[src/rtl/pll_div_pkg.sv]
// Package: shared constants and types for the jam-loaded divider pair.
// Assumes: consumers size their ports from the width constants below.
package pll_div_pkg;

    localparam int REF_W_DEF   = 15;
    localparam int FB_W_DEF    = 16;
    localparam int REF_MIN_DEF = 5;
    localparam int FB_MIN_DEF  = 40;

    // Detector flag pair.
    typedef struct packed {
        logic up;
        logic dn;
    } pfd_flags_t;

endpackage

[src/rtl/ratio_clamp.sv]
// Module: ratio_clamp
// Maps a raw divide ratio to a legal one. Values below MIN_DIV become
// MIN_DIV. When ALLOW_ONE is set, a ratio of exactly 1 is kept as a
// pass-through ratio.
// Assumes: MIN_DIV fits in W bits and is greater than 1.
module ratio_clamp #(
    parameter int W         = 16,
    parameter int MIN_DIV   = 40,
    parameter bit ALLOW_ONE = 1'b0
) (
    input  logic [W-1:0] raw_i,
    output logic [W-1:0] eff_o
);
    localparam logic [W-1:0] MIN_V = W'(MIN_DIV);
    localparam logic [W-1:0] ONE_V = W'(1);

    generate
        if (ALLOW_ONE) begin : g_pass_one
            // Keep 1 as a pass-through ratio, raise other short ratios.
            always_comb begin
                if (raw_i == ONE_V)      eff_o = ONE_V;
                else if (raw_i < MIN_V)  eff_o = MIN_V;
                else                     eff_o = raw_i;
            end
        end else begin : g_floor_only
            // Raise every short ratio to the floor.
            always_comb begin
                if (raw_i < MIN_V) eff_o = MIN_V;
                else               eff_o = raw_i;
            end
        end
    endgenerate

endmodule

[src/rtl/prog_divider.sv]
// Module: prog_divider
// Programmable down-counter. It decrements on enabled cycles. At a count
// of 1 on an enabled cycle it raises pulse_o for the next clock and reloads
// from reload_val_i. jam_i overrides all of this: it loads jam_val_i and
// drops any pending pulse.
// Assumes: the value inputs are raw; clamping to legal ratios is done here.
module prog_divider #(
    parameter int W         = 16,
    parameter int MIN_DIV   = 40,
    parameter bit ALLOW_ONE = 1'b0,
    parameter int RST_DIV   = 40
) (
    input  logic         clk,
    input  logic         rst_n,
    input  logic         en_i,
    input  logic         jam_i,
    input  logic [W-1:0] jam_val_i,
    input  logic [W-1:0] reload_val_i,
    output logic         pulse_o
);
    localparam logic [W-1:0] ONE_V = W'(1);
    localparam logic [W-1:0] RST_V = W'(RST_DIV);

    logic [W-1:0] cnt;
    logic [W-1:0] jam_eff;
    logic [W-1:0] reload_eff;
    logic [W-1:0] rst_eff;
    logic         at_term;

    ratio_clamp #(.W(W), .MIN_DIV(MIN_DIV), .ALLOW_ONE(ALLOW_ONE)) u_clamp_jam (
        .raw_i (jam_val_i),
        .eff_o (jam_eff)
    );

    ratio_clamp #(.W(W), .MIN_DIV(MIN_DIV), .ALLOW_ONE(ALLOW_ONE)) u_clamp_reload (
        .raw_i (reload_val_i),
        .eff_o (reload_eff)
    );

    ratio_clamp #(.W(W), .MIN_DIV(MIN_DIV), .ALLOW_ONE(ALLOW_ONE)) u_clamp_rst (
        .raw_i (RST_V),
        .eff_o (rst_eff)
    );

    // Terminal count is reached when the counter stands at 1.
    assign at_term = (cnt == ONE_V);

    // Counter: jam load first, then natural reload, then decrement.
    always_ff @(posedge clk) begin
        if (!rst_n)               cnt <= rst_eff;
        else if (jam_i)           cnt <= jam_eff;
        else if (en_i && at_term) cnt <= reload_eff;
        else if (en_i)            cnt <= cnt - ONE_V;
    end

    // Output pulse: one clock after an enabled terminal cycle, dropped on a jam.
    always_ff @(posedge clk) begin
        if (!rst_n)     pulse_o <= 1'b0;
        else if (jam_i) pulse_o <= 1'b0;
        else            pulse_o <= en_i && at_term;
    end


    cnt_nonzero_chk: assert property (@(posedge clk) disable iff (!rst_n)
        cnt != '0);


    pulse_needs_en_chk: assert property (@(posedge clk) disable iff (!rst_n)
        pulse_o |-> ($past(en_i) && !$past(jam_i)));


    jam_drops_pulse_chk: assert property (@(posedge clk) disable iff (!rst_n)
        jam_i |=> !pulse_o);


    hold_when_idle_chk: assert property (@(posedge clk) disable iff (!rst_n)
        (!en_i && !jam_i) |=> $stable(cnt));

endmodule

[src/rtl/phase_freq_det.sv]
// Module: phase_freq_det
// Two-flag up/down phase/frequency detector. A reference event sets up, a
// feedback event sets dn, and when both would be set both clear. A
// synchronous clear input empties both flags.
// Assumes: events are single-clock pulses from the dividers.
module phase_freq_det
    import pll_div_pkg::*;
(
    input  logic clk,
    input  logic rst_n,
    input  logic clr_i,
    input  logic ref_evt_i,
    input  logic fb_evt_i,
    output logic up_o,
    output logic dn_o
);
    pfd_flags_t flags;
    pfd_flags_t flags_nx;

    // Next-state: set on events, cancel when both flags are set.
    always_comb begin
        flags_nx.up = flags.up | ref_evt_i;
        flags_nx.dn = flags.dn | fb_evt_i;
        if (flags_nx.up && flags_nx.dn) flags_nx = '0;
    end

    // Flag register with a synchronous clear from the jam load.
    always_ff @(posedge clk) begin
        if (!rst_n)     flags <= '0;
        else if (clr_i) flags <= '0;
        else            flags <= flags_nx;
    end

    assign up_o = flags.up;
    assign dn_o = flags.dn;


    pfd_excl_chk: assert property (@(posedge clk) disable iff (!rst_n)
        !(up_o && dn_o));


    pfd_clear_chk: assert property (@(posedge clk) disable iff (!rst_n)
        clr_i |=> (!up_o && !dn_o));


    up_cause_chk: assert property (@(posedge clk) disable iff (!rst_n)
        $rose(up_o) |-> $past(ref_evt_i));


    dn_cause_chk: assert property (@(posedge clk) disable iff (!rst_n)
        $rose(dn_o) |-> $past(fb_evt_i));

endmodule

[src/rtl/dual_div_jam.sv]
// Module: dual_div_jam (top)
// Holds the two ratio registers. It jam-loads both dividers and clears the
// detector whenever the feedback ratio is written. It feeds the divided
// pulses to the phase/frequency detector.
// Assumes: ref_en and vco_en are single-clock count enables sampled on clk.
module dual_div_jam
    import pll_div_pkg::*;
#(
    parameter int REF_W   = REF_W_DEF,
    parameter int FB_W    = FB_W_DEF,
    parameter int REF_MIN = REF_MIN_DEF,
    parameter int FB_MIN  = FB_MIN_DEF,
    parameter int REF_RST = REF_MIN_DEF,
    parameter int FB_RST  = FB_MIN_DEF
) (
    input  logic             clk,
    input  logic             rst_n,
    input  logic             ref_en,
    input  logic             vco_en,
    input  logic             ref_wr,
    input  logic [REF_W-1:0] ref_val,
    input  logic             fb_wr,
    input  logic [FB_W-1:0]  fb_val,
    output logic             ref_pulse,
    output logic             fb_pulse,
    output logic             pfd_up,
    output logic             pfd_dn
);
    logic [REF_W-1:0] ref_reg;
    logic [FB_W-1:0]  fb_reg;
    logic [REF_W-1:0] ref_jam_val;
    logic             jam;

    // A feedback write is the jam-load strobe.
    assign jam = fb_wr;

    // A reference value written alongside the jam is used by that jam.
    assign ref_jam_val = ref_wr ? ref_val : ref_reg;

    // Reference ratio register.
    always_ff @(posedge clk) begin
        if (!rst_n)      ref_reg <= REF_W'(REF_RST);
        else if (ref_wr) ref_reg <= ref_val;
    end

    // Feedback ratio register.
    always_ff @(posedge clk) begin
        if (!rst_n)     fb_reg <= FB_W'(FB_RST);
        else if (fb_wr) fb_reg <= fb_val;
    end

    prog_divider #(
        .W(REF_W), .MIN_DIV(REF_MIN), .ALLOW_ONE(1'b1), .RST_DIV(REF_RST)
    ) u_ref_div (
        .clk          (clk),
        .rst_n        (rst_n),
        .en_i         (ref_en),
        .jam_i        (jam),
        .jam_val_i    (ref_jam_val),
        .reload_val_i (ref_reg),
        .pulse_o      (ref_pulse)
    );

    prog_divider #(
        .W(FB_W), .MIN_DIV(FB_MIN), .ALLOW_ONE(1'b0), .RST_DIV(FB_RST)
    ) u_fb_div (
        .clk          (clk),
        .rst_n        (rst_n),
        .en_i         (vco_en),
        .jam_i        (jam),
        .jam_val_i    (fb_val),
        .reload_val_i (fb_reg),
        .pulse_o      (fb_pulse)
    );

    phase_freq_det u_pfd (
        .clk       (clk),
        .rst_n     (rst_n),
        .clr_i     (jam),
        .ref_evt_i (ref_pulse),
        .fb_evt_i  (fb_pulse),
        .up_o      (pfd_up),
        .dn_o      (pfd_dn)
    );


    jam_quiet_chk: assert property (@(posedge clk) disable iff (!rst_n)
        fb_wr |=> (!ref_pulse && !fb_pulse && !pfd_up && !pfd_dn));

endmodule

[config.mk]
export PLATFORM = sky130hd
export DESIGN_NAME = dual_div_jam
export DESIGN_NICKNAME = d
export VERILOG_FILES = /design/src/rtl/pll_div_pkg.sv /design/src/rtl/ratio_clamp.sv /design/src/rtl/prog_divider.sv /design/src/rtl/phase_freq_det.sv /design/src/rtl/dual_div_jam.sv
export SDC_FILE = /design/constraint.sdc
export NUM_CORES = 1
export LEC_CHECK = 0
export ABC_AREA = 1
export BUFFER_PORTS_ARGS = -buffer_cell sky130_fd_sc_hd__buf_2
export CORE_ASPECT_RATIO = 0.9
export CORE_MARGIN = 4
export CORE_UTILIZATION = 56
export DETAILED_ROUTE_END_ITERATION = 10
export HOLD_SLACK_MARGIN = 0.03
export PLACE_DENSITY_LB_ADDON = 0.3
export SYNTH_ARGS = -nofsm -noshare
export SYNTH_HDL_FRONTEND = slang
export SYNTH_SLANG_ARGS = --single-unit
[constraint.sdc]
create_clock -name clk -period 1.9 [get_ports clk]
set_input_delay 0.095 -clock clk [delete_from_list [all_inputs] [get_ports clk]]
set_output_delay 0.095 -clock clk [all_outputs]
set_load 0.01 [all_outputs]
# == Yosys cells after proc, flatten, opt, wreduce, memory -nomap -nowiden ==
# Cells that the tools add are included.
# op_classes
n_reduce_logical,7
eq_ne,4
magnitude_cmp,4
n_mux,13
n_addsub,2
bitwise,3
# op_table
cell,n
15-bit two-way mux,8
16-bit two-way mux,5
15-bit by 1-bit equality test with 1-bit output (second input constant),3
16-bit by 6-bit < comparator with 1-bit output (second input constant),2
15-bit by 3-bit < comparator with 1-bit output (second input constant),2
16-bit by 1-bit equality test with 1-bit output (second input constant),1
16-bit by 1-bit subtractor with 16-bit output (second input constant),1
15-bit by 1-bit subtractor with 15-bit output (second input constant),1
3-bit nonzero test,2
1-bit logical AND,3
3-bit OR reduction,1
1-bit OR,2
2-bit OR reduction,1
1-bit NOT,1
# totals
out_inout_bits,4
elab_cells,41
in_bits,37
reg_bits,66

# == Longest topological paths before layout ==
# logic_depth
word_depth,5
mapped_depth,14
ltp_nobuf,13

# == Cells and area by module ==
# Synthesis repeated with hierarchy kept, for this count alone.
# hier_totals
cells_unflattened,958
area_unflattened_um2,5738.0
# modules_own_cells
module,instances,area_per_inst_um2,cells_each,seq_area_each_um2
prog_divider (u_fb_div),1,1665.3,250,500.5
prog_divider (u_ref_div),1,1586.5,230,470.5
dual_div_jam,1,1266.2,189,620.6
ratio_clamp (u_ref_div.u_clamp_jam ...),3,224.0,57,0.0
ratio_clamp (u_fb_div.u_clamp_jam ...),3,150.1,34,0.0
phase_freq_det,1,97.6,16,40.0

# == Worst setup path before layout ==
# Ideal clock, no wire load.
# synth_path
kind,register to register
start,register u_fb_div.cnt[0]
end,register u_fb_div.cnt[12]
path_slack_ns,0.487
stages_incl_launch_ff,10
arrival_ns,1.280
setup_ns,0.132
path_buffers,0
synth_period_minus_slack_ns,1.413
path_cell_list,dfxtp_1 > inv_1 > ha_1 > nand3_2 > nor2_2 > nand2_1 > o21ai_0 > nand3_1 > nand2_1 > a21oi_1
# synth_between
elab_chain_len,4
elab_cells_between_ends,7
cone_classes,add/sub (1); eq/ne (1); mux (3); reduce/logical (2)
# synth_rtl
item,line,text
from (decl),prog_divider.sv:24,logic [W-1:0] cnt;
from (signal assigned),prog_divider.sv:50,if (!rst_n) cnt <= rst_eff;
from (signal assigned),prog_divider.sv:51,else if (jam_i) cnt <= jam_eff;
from (signal assigned),prog_divider.sv:52,else if (en_i && at_term) cnt <= reload_eff;
16-bit by 1-bit subtractor with 16-bit output / 16-bit by 1-bit equality test with 1-bit output (equally long branches),"prog_divider.sv:53, prog_divider.sv:46",
16-bit two-way mux / 1-bit logical AND (equally long branches),"prog_divider.sv:53, prog_divider.sv:52",
16-bit two-way mux,prog_divider.sv:52,
16-bit two-way mux,prog_divider.sv:51,
# Parallel ways exist; a longest one is shown, timed or not. The select of a mux whose other input is x is not followed.
# A chain may end at the register's enable or synchronous reset.

# == Worst setup path after layout ==
# layout_path
start,register u_ref_div.cnt[1]
end,register u_ref_div.cnt[13]
# layout_between
elab_chain_len,4
elab_cells_between_ends,7
cone_classes,add/sub (1); eq/ne (1); mux (3); reduce/logical (2)
# layout_rtl
item,line
from (decl),prog_divider.sv:24
from (signal assigned),prog_divider.sv:50
from (signal assigned),prog_divider.sv:51
from (signal assigned),prog_divider.sv:52
15-bit by 1-bit subtractor with 15-bit output / 15-bit by 1-bit equality test with 1-bit output (equally long branches),"prog_divider.sv:53, prog_divider.sv:46"
15-bit two-way mux / 1-bit logical AND (equally long branches),"prog_divider.sv:53, prog_divider.sv:52"
15-bit two-way mux,prog_divider.sv:52
15-bit two-way mux,prog_divider.sv:51
# Parallel ways exist; a longest one is shown, timed or not. The select of a mux whose other input is x is not followed.

==> qor.yml <==
cpMaxStageDelayCell: "dfxtp_1"
clk_pin_slew_worst_paths_ns: 0.08
synth_area_um2: 4470
maxCapViolCount: 0
dp_hpwl_um: 9680
path_max_fanout: 6
drc: 0
htree_levels: 3
ant_nets: 0
totalWireLength_um: 13100
core_area_um2: 7660
cp_cell_sequence: "inv_1 -> ha_1 -> nand3_1 -> nor2_1 -> nand2_2 -> nor2_4 -> nand2_1 -> nand3_1 -> nand3_1 -> nand2_1 -> inv_1"
cts_setup_buffers: 0
nNetsFinal: 818
syn_avg_cell_area_um2: 6.11
grt_setup_unrepaired: "false"
ys_seq_elements: 66
crit_arrival_ns: 1.94
avgRoutedWirePerCell_um: 14.9
p_per_area_nw_per_um2: 757
required_ns: 2.16
finClkSkew_ns: 0.00849
yosysWarningCount: 0
grt_use_total_pct: 28.0
fp.dieArea_um2: 9470
io_pins: 41
vdd_ir_drop_max_mv: 0.485
placementRows: 30
die_y_um: 92.7
viasPerCell: 5.63
min_period_ns: 1.68
min-delay-path-class: "input pin to flip-flop"
grt_pass1_vias: 4433
fill_cells: 722
finalHoldViolCount: 0
cts_buffers: 9
clkLatencyLatePin_ns: 0.36
layout_commonest_cell: "nand2_1"
root_buffer: "clkbuf_8"
yosysSeqAreaShare_pct: 29.6
netlist_instances: 731
leakage_nw: 2.47
antennaDiodeCount: 0
grt_first_pass_wirelength_um: 21000
start_util_pct: 58.3
syn_to_final_growth_pct: 13.1
die_x_um: 102
drv_slew: 0
cpMostUsedCell: "nand3_1"
cp_slowest_stage_delay_ns: 0.31
port-buffer-count: 40
max_freq_mhz: 596
antenna_found_initial: 1
place_inst: 852
finalSetupViolCount: 0
drive_above_1_share_pct: 16.0
synth_nets: 772
tightest_slew_ns: 0.476
drt_iter0_markers: 523
fin_total_pwr_mw: 3.83
synth_cell_types: 44
overflow: 0
crit_type: "flip-flop to flip-flop"
clockBufferDepth: 2
relSlewSlack_pct: 68.1
final_cell_count_no_fill: 878
whs_ns: 0.0358
crit_path_end_kind: "flip-flop"
worstSetupStartpointType: "flip-flop"
gp_congestion: 1.00
status: "completed"
cts_tree: "built"
post-route-period-util_pct: 88.4
num_vias: 4944
cts_hold_buf: 10
grt_max_degree: 32
cts.sinks: 66
post_cts_resized: 0
dr.pass1.iters: 5
final_cell_mix: "nand2_1, nor2_1, inv_1"
setup_tns_ns: 0
==> area by class of cell <==
| class | count | area (um2) | area share [%] |
|---|---|---|---|
| clock buffers | 10 | 138 | 2.72 |
| clock inverters | 6 | 88.8 | 1.76 |
| inverters | 94 | 359 | 7.11 |
| multi-input cells | 545 | 2630 | 52.1 |
| flip-flops and latches | 66 | 1320 | 26.1 |
| well taps | 96 | 120 | 2.38 |
| repair buffers | 61 | 395 | 7.82 |
==> cells in the mapped netlist (all sizes together) <==
library cell	instances	share of area, %
and2	1	0.14
nor3	9	1.5
nor3b	1	0.17
nand3b	1	0.17
o21a	1	0.17
a31oi	4	0.56
buf	15	2.3
a21boi	4	0.67
ha	4	1.1
nand3	64	7.8
or2	1	0.14
clkbuf	11	1.2
o211ai	5	0.95
o22ai	4	0.56
clkinv	2	0.20
o21ai	47	5.5
and3	1	0.14
dfxtp	66	30
or4	1	0.17
inv	92	7.8
xor2	8	1.6
nand2	221	19
nor2	110	11
a21oi	49	5.7
nand4	9	1.3
==> cells by family after synthesis <==
| family | Yosys count | share of synthesized area (%) |
|---|---|---|
| and+or+nand+nor | 419 | 42.1 |
| buffers and inverters | 120 | 11.5 |
| AOI/OAI and AO/OA | 114 | 14.1 |
| DFF | 66 | 29.6 |
| xor gates and xnor gates | 8 | 1.57 |
| adders and majority gates | 4 | 1.12 |
==> report_power, final <==
group | switching, mW | total, mW | internal (mW) | leakage, nW
clock network | 0.606 | 1.38 | 0.777 | 0.109
registers | 0.0998 | 1.58 | 1.48 | 0.546
logic | 0.563 | 0.866 | 0.303 | 1.81
==> worst max-delay path: cells and delay by family, from the launching register on <==
family,cells,cell delay [ns]
adder cells (fa/ha/maj),1,0.22
AND/OR/NAND/NOR,8,0.91
flip-flops,1,0.31
buffers and inverters,2,0.14
==> per-stage QoR <==
step / util (%) / instance area, um2 / setup WS (ns)
final: 66.0 / 5050 / 0.221
after global routing: 66.0 / 5050 / 0.0830
after CTS: 66.0 / 5050 / 0.257
after detailed placement: 61.7 / 4730 / 0.289
after global placement: 61.7 / 4730 / 0.338
after floorplan: - / 4470 / 0.487
==> layer usage <==
layer | wire [um] | track usage, % | up-vias | part of all wire, %
met3 | 1520 | 7.76 | 27 | 12
met4 | 212 | 7.32 | 2 | 1.6
met5 | 7 | 0 | - | 0.053
li1 | - | - | 2415 | -
met2 | 5560 | 41.0 | 276 | 42
met1 | 5800 | 40.3 | 2224 | 44
==> final timing paths <==
| check | cells after the start | start | slack, ns | endpoint |
|---|---|---|---|---|
| worst max-delay path | 11 | u_ref_div.cnt[1] | 0.22 | u_ref_div.cnt[13] |
| worst min-delay path | 3 | fb_val[13] | 0.04 | fb_reg[13] |
| worst max register to register | 11 | u_ref_div.cnt[1] | 0.22 | u_ref_div.cnt[13] |
| worst min register to register | 2 | fb_reg[2] | 0.47 | fb_reg[2] |
(Power assumes the default switching activity.)
